===== config.mk =====
export PLATFORM = sky130hd
export DESIGN_NAME = sclk_prescaler
export DESIGN_NICKNAME = d
export VERILOG_FILES = /design/src/rtl/sclk_pkg.sv /design/src/rtl/sclk_div.sv /design/src/rtl/sclk_cal.sv /design/src/rtl/sclk_prescaler.sv
export SDC_FILE = /design/constraint.sdc
export NUM_CORES = 1
export LEC_CHECK = 0
export BUFFER_PORTS_ARGS = -buffer_cell sky130_fd_sc_hd__clkbuf_2
export CAP_MARGIN = 20
export CORE_ASPECT_RATIO = 2
export CORE_MARGIN = 2
export CORE_UTILIZATION = 50
export CTS_CLUSTER_DIAMETER = 150
export CTS_CLUSTER_SIZE = 28
export DETAILED_ROUTE_END_ITERATION = 6
export GPL_TIMING_DRIVEN = 0
export PLACE_DENSITY = 0.69
export SKIP_LAST_GASP = 1
export SLEW_MARGIN = 30
export SYNTH_ARGS = -nofsm -noshare
export SYNTH_HDL_FRONTEND = slang
export SYNTH_SLANG_ARGS = --single-unit

===== constraint.sdc =====
create_clock -name clk_i -period 3.4 [get_ports clk_i]
set_input_delay 0.68 -clock clk_i [delete_from_list [all_inputs] [get_ports clk_i]]
set_output_delay 0.68 -clock clk_i [all_outputs]
set_load 0.01 [all_outputs]

===== src/rtl/sclk_pkg.sv =====
package sclk_pkg;

    // Recalibration tracking state
    typedef struct packed {
        logic pend;   // automatic recalibration armed
        logic busy;   // calibration run in progress
    } cal_state_t;

    localparam cal_state_t CAL_RESET = '{pend: 1'b0, busy: 1'b0};

endpackage


===== src/rtl/sclk_div.sv =====
module sclk_div #(
    parameter int DIV_W = 8
) (
    input  logic             clk_i,
    input  logic             rst_ni,
    input  logic             set_we_i,
    input  logic [DIV_W-1:0] set_val_i,
    output logic             sclk_o
);

    localparam int LEN_W = DIV_W + 1;

    typedef struct packed {
        logic [DIV_W-1:0] act;   // ratio in use for the running period
        logic [DIV_W-1:0] req;   // last written ratio, applied at boundary
        logic [DIV_W-1:0] cnt;   // position inside the period
        logic             sclk;  // registered divided clock
    } div_state_t;

    div_state_t st_d, st_q;
    logic       wrap;

    // High phase length floor((v+1)/2)
    function automatic logic [LEN_W-1:0] hi_len(input logic [DIV_W-1:0] v);
        logic [LEN_W-1:0] n;
        n = {1'b0, v} + LEN_W'(1);
        return n >> 1;
    endfunction

    always_comb begin
        st_d = st_q;
        if (set_we_i) begin
            st_d.req = set_val_i;
        end
        wrap = (st_q.cnt == st_q.act);
        if (wrap) begin
            st_d.cnt = '0;
            st_d.act = st_q.req;
        end else begin
            st_d.cnt = st_q.cnt + DIV_W'(1);
        end
        st_d.sclk = ({1'b0, st_d.cnt} < hi_len(st_d.act));
    end

    always_ff @(posedge clk_i or negedge rst_ni) begin
        if (!rst_ni) begin
            st_q <= '0;
        end else begin
            st_q <= st_d;
        end
    end

    // Bypass passes the kernel clock straight through
    assign sclk_o = (st_q.act == '0) ? clk_i : st_q.sclk;

    AST_CNT_IN_PERIOD: assert property (@(posedge clk_i) disable iff (!rst_ni)
        st_q.cnt <= st_q.act);

    AST_RISE_AT_START: assert property (@(posedge clk_i) disable iff (!rst_ni)
        $rose(st_q.sclk) |-> (st_q.cnt == '0));

    AST_RATIO_AT_BOUNDARY: assert property (@(posedge clk_i) disable iff (!rst_ni)
        (st_q.act != $past(st_q.act)) |-> ($past(st_q.cnt) == $past(st_q.act)));

endmodule


===== src/rtl/sclk_cal.sv =====
module sclk_cal
    import sclk_pkg::*;
(
    input  logic clk_i,
    input  logic rst_ni,
    input  logic div_we_i,
    input  logic man_we_i,
    input  logic xfer_i,
    input  logic done_i,
    output logic start_o,
    output logic busy_o
);

    cal_state_t st_d, st_q;
    logic       start;

    always_comb begin
        st_d  = st_q;
        start = xfer_i & st_q.pend & ~st_q.busy;
        // arm on divider write, consume on start, cancel on manual write
        st_d.pend = ((st_q.pend & ~start) | div_we_i) & ~man_we_i;
        if (start) begin
            st_d.busy = 1'b1;
        end else if (st_q.busy && done_i) begin
            st_d.busy = 1'b0;
        end
    end

    always_ff @(posedge clk_i or negedge rst_ni) begin
        if (!rst_ni) begin
            st_q <= CAL_RESET;
        end else begin
            st_q <= st_d;
        end
    end

    assign start_o = start;
    assign busy_o  = st_q.busy | start;

    AST_START_SINGLE: assert property (@(posedge clk_i) disable iff (!rst_ni)
        start_o |=> !start_o);

    AST_CANCEL_PENDING: assert property (@(posedge clk_i) disable iff (!rst_ni)
        man_we_i |=> !st_q.pend);

    AST_START_THEN_BUSY: assert property (@(posedge clk_i) disable iff (!rst_ni)
        start_o |=> busy_o);

    AST_BUSY_HOLDS: assert property (@(posedge clk_i) disable iff (!rst_ni)
        (st_q.busy && !done_i) |=> st_q.busy);

    AST_DONE_CLEARS: assert property (@(posedge clk_i) disable iff (!rst_ni)
        (st_q.busy && done_i) |=> !st_q.busy);

    AST_BUSY_KEEPS_PEND: assert property (@(posedge clk_i) disable iff (!rst_ni)
        (st_q.busy && xfer_i && st_q.pend && !man_we_i) |=> st_q.pend);

endmodule


===== src/rtl/sclk_prescaler.sv =====
module sclk_prescaler #(
    parameter int DIV_W = 8
) (
    input  logic             clk_i,
    input  logic             rst_ni,
    input  logic             div_we_i,
    input  logic [DIV_W-1:0] div_val_i,
    input  logic             cal_in_we_i,
    input  logic             cal_out_we_i,
    input  logic             xfer_start_i,
    input  logic             cal_done_i,
    output logic             sclk_o,
    output logic             cal_start_o,
    output logic             busy_o
);

    logic man_we;

    assign man_we = cal_in_we_i | cal_out_we_i;

    sclk_div #(.DIV_W(DIV_W)) u_div (
        .clk_i     (clk_i),
        .rst_ni    (rst_ni),
        .set_we_i  (div_we_i),
        .set_val_i (div_val_i),
        .sclk_o    (sclk_o)
    );

    sclk_cal u_cal (
        .clk_i    (clk_i),
        .rst_ni   (rst_ni),
        .div_we_i (div_we_i),
        .man_we_i (man_we),
        .xfer_i   (xfer_start_i),
        .done_i   (cal_done_i),
        .start_o  (cal_start_o),
        .busy_o   (busy_o)
    );

endmodule


==> metrics.md <==
| Metric | Value |
|---|---|
| Status | finished, final reports clean |
| Asr flop ratio synth | 100.0% |
| Gr ovfl total | 0 |
| Power Density | 999.8 mW/mm^2 |
| LEAKAGE | approximately 0.00093 uW |
| # diodes | 0 |
| Syn nets | 184 |
| Max-cap violations | 0 |
| Dpl hpwl | just under 3 mm |
| CP required | 3.68 ns |
| Headroom to the max-slew limit | 53.98% |
| Synth Area per Inst | roughly 11 um^2 |
| DR WL/cell | about 18 um |
| Fin Hold WS | 0.3160 ns |
| Register area share after synthesis | 38.33% |
| Routed Antenna Nets | 0 |
| FF+latch count, synth | 27 |
| Iter 0 DRT Violations | 34 |
| First-pass GRT wire length | 6.527 mm |
| M1 WL | 1.340 mm |
| Delay-heaviest family, CP | compound AO/OA/AOI/OAI gates |
| Top routing layer in use | met4 |
| CP Cell Sequence | buf_4 -> xnor2_4 -> nand4_4 -> nor2_4 -> buf_4 -> mux2_4 -> ha_4 -> nand3_1 -> xnor2_1 -> mux2i_1 -> ha_1 -> a21o_1 -> a21oi_2 -> o21ai_2 -> a2111oi_4 |
| Die area | 0.004046 mm^2 |
| Final GP Congestion | 0.9215 |
| Endpoint type of the worst setup path | register |
| Largest stage delay, worst path | 0.38 ns |
| Gr usage total | 23.00% |
| Fraction of final layout cells sized beyond drive strength 1 | 37.04% |
| Synthesis Warnings | 0 |
| Starting Density | 52.19% |
| Post-Synth Adder-Cell Area | ~6.4% |
| Max VDD drop | about 0.46 mV |
| Kind of critical path | reg2reg |
| Die Wd | between 40 and 50 um |
| Skew-Pair Late Insertion Delay | just under 0.4 ns |
| WL final | 3.902 mm |
| Final Hold Viols | 0 |
| Vias per cell | a little under 6 |
| Mux contribution to synthesized area | 15.19% |
| Die Height | 87.98 um |
| Endpoints failing setup | 0 |
| # IOs | 18 |
| TritonCTS clock tree | built |
| Final Max Tran Viols | 0 |
| Pre-antenna DRT Iters | 4 |
| Mapped cell area | 0.001763 mm^2 |
| Post-synth EDFFs | 0 |
| CTS Hold Bufs | 0 |
| Worst slew pin tran | 0.6903 ns |
| Largest family of logic cells by synthesized area | simple AND/OR/NAND/NOR gates |
| Port Buf Inserts | 16 |
| WL met2 | ~2.2 mm |
| Core Region | ~0.0034 mm^2 |
| Clock Pin Slew Worst Setup and Hold Paths | 0.09 ns |
| DRC | 0 |
| Final worst path period share | 96.90% |
| Top FF cell, synth | dfrtp_1 |
| Post-Syn Instances | 160 |
| Worst Clk Skew | 0.002716 ns |
| Compound-gate portion of the synthesized area | 5.394% |
| Initial antenna violation count | 0 |
| Worst-path fanout max | 8 |
| Top cell by count, worst path | buf_4 |
| CP bufs+invs | 2 |
| CP max stage cell | a2111oi_4 |
| Via count | between 1,000 and 1,500 |
| Nets@finish | 214 |
| Setup crit start kind | register |
| Met3 Wirelength | ~150 um |
| Synth Area in XOR/XNOR | between 10% and 20% |
| Setup TNS | 0 ns |
| Worst EP arrival | 3.57 ns |
| Fmax | 303.5 MHz |
| Synth unique cells | 37 |
| Pin count of the biggest net entering global routing | 28 |
| Cell Rows | 30 |
| Via count of the first global-routing pass | 1,417 |
| Hold Crit Class | in2async |
| Period minus WS final | about 3.3 ns |
| Simple-gate portion of the synthesized area | 17.32% |
| P&R area growth vs syn | 21.08% |
## worst register-to-register path: cells and delay by family, from the launching register on
| family | cells | cell delay [ns] |
|---|---|---|
| compound gates | 4 | 0.82 |
| xor+xnor | 2 | 0.33 |
| fa+ha+maj | 2 | 0.51 |
| simple gates | 3 | 0.43 |
| mux | 2 | 0.43 |
| buf+inv | 2 | 0.30 |
| flops | 1 | 0.37 |
## sequential cells by signal, indices dropped and copies added (netlist names)
| signal | flops |
|---|---|
| u_cal.st_q | 2 |
| u_div.st_q | 25 |
## worst paths after layout
kind / startpoint / to / slack (ns) / depth (start not counted)
setup / recovery: u_div.st_q[21]$_DFF_PN0_ / u_div.st_q[0]$_DFF_PN0_ / 0.11 / 15
hold / removal: rst_ni / u_div.st_q[2]$_DFF_PN0_ / 0.32 / 1
setup reg to reg: u_div.st_q[21]$_DFF_PN0_ / u_div.st_q[0]$_DFF_PN0_ / 0.11 / 15
hold reg to reg: u_div.st_q[10]$_DFFE_PN0P_ / u_div.st_q[10]$_DFFE_PN0P_ / 0.55 / 1
max in group asynchronous: rst_ni / u_div.st_q[22]$_DFF_PN0_ / 2.60 / 1
min in group clk_i: cal_out_we_i / u_cal.st_q[1]$_DFF_PN0_ / 0.44 / 2
## final cells by class
class	count	area [um^2]
Buffer	7	60.06
Inverter	2	7.507
Sequential cell	27	678.2
Clock buffer	8	91.34
Fill cell	275	1244
Multi-Input combinational cell	123	1130
Timing Repair Buffer	22	127.6
Tap cell	32	40.04
## synth_stat cells, types with 3 or more instances
master | n | area, um^2
xor2_1 | 8 | 70.07
xnor2_1 | 12 | 105.1
nand4_1 | 5 | 31.28
nand3_1 | 9 | 45.04
nand2b_1 | 4 | 25.02
ha_1 | 9 | 112.6
dfrtp_1 | 27 | 675.7
mux2_2 | 8 | 90.09
nand2_1 | 8 | 30.03
xnor2_2 | 4 | 65.06
mux2i_1 | 5 | 50.05
mux2_4 | 7 | 105.1
nor4_1 | 3 | 18.77
and3_1 | 4 | 25.02
nor2_1 | 12 | 45.04
a21oi_1 | 4 | 20.02
## timing repair
item / CTS / global route
endpoints found under the setup margin: 1 / 1
endpoints found under the hold margin: 0 / 0
resized for setup: 9 / 13
buffers inserted: 3 / 4
pin swaps: 5 / 11
## per-stage QoR
stage          power (uW)  std cells  area (um^2)  setup slack [ns]  utilization (%)
2_1_floorplan        1333        160         1763            0.1958                -
3_3_place_gp         1528        208         1883           -0.2805            55.74
3_5_place_dp         1568        208         1883           -0.3578            55.74
4_1_cts              1947        217         2044          0.006516            60.52
5_1_grt              2275        221         2135          -0.02454            63.19
6_report             2134        221         2135            0.1055            63.19
## cells in the final DEF (no fill, tap or decap), types with 4 or more instances in the layout
master / n
buf_4: 11
xnor2_2: 5
xor2_1: 8
mux2_4: 8
nand2b_1: 4
nand3_1: 9
nand4_1: 5
nand2_1: 8
mux2_2: 8
mux2i_1: 5
xnor2_1: 8
clkbuf_2: 16
ha_1: 8
and3_1: 4
nor2_1: 12
clkbuf_8: 6
dfrtp_1: 25
## cell families (layout without fill, tap and decap cells)
logic type	Yosys count	after routing
XOR/XNOR	24	24
buffers and inverters	10	39
adder cells (fa/ha/maj)	9	9
flip-flops	27	27
AND/OR/NAND/NOR	55	55
AO/OA/AOI/OAI	13	13
multiplexers	22	22
## where the power goes
group	switching (uW)	internal, uW	total, uW
Clock	125	167	292
Combinational	576	658	1230
Sequential	172	435	607
## per-layer routing
layer | global-route usage (%) | up-vias
met3 | 5.361 | 18
li1 | - | 626
met2 | 39.65 | 39
met4 | 15.84 | 0
met5 | 0 | -
met1 | 22.65 | 628
No activity file was read; power rests on OpenSTA's default activity.
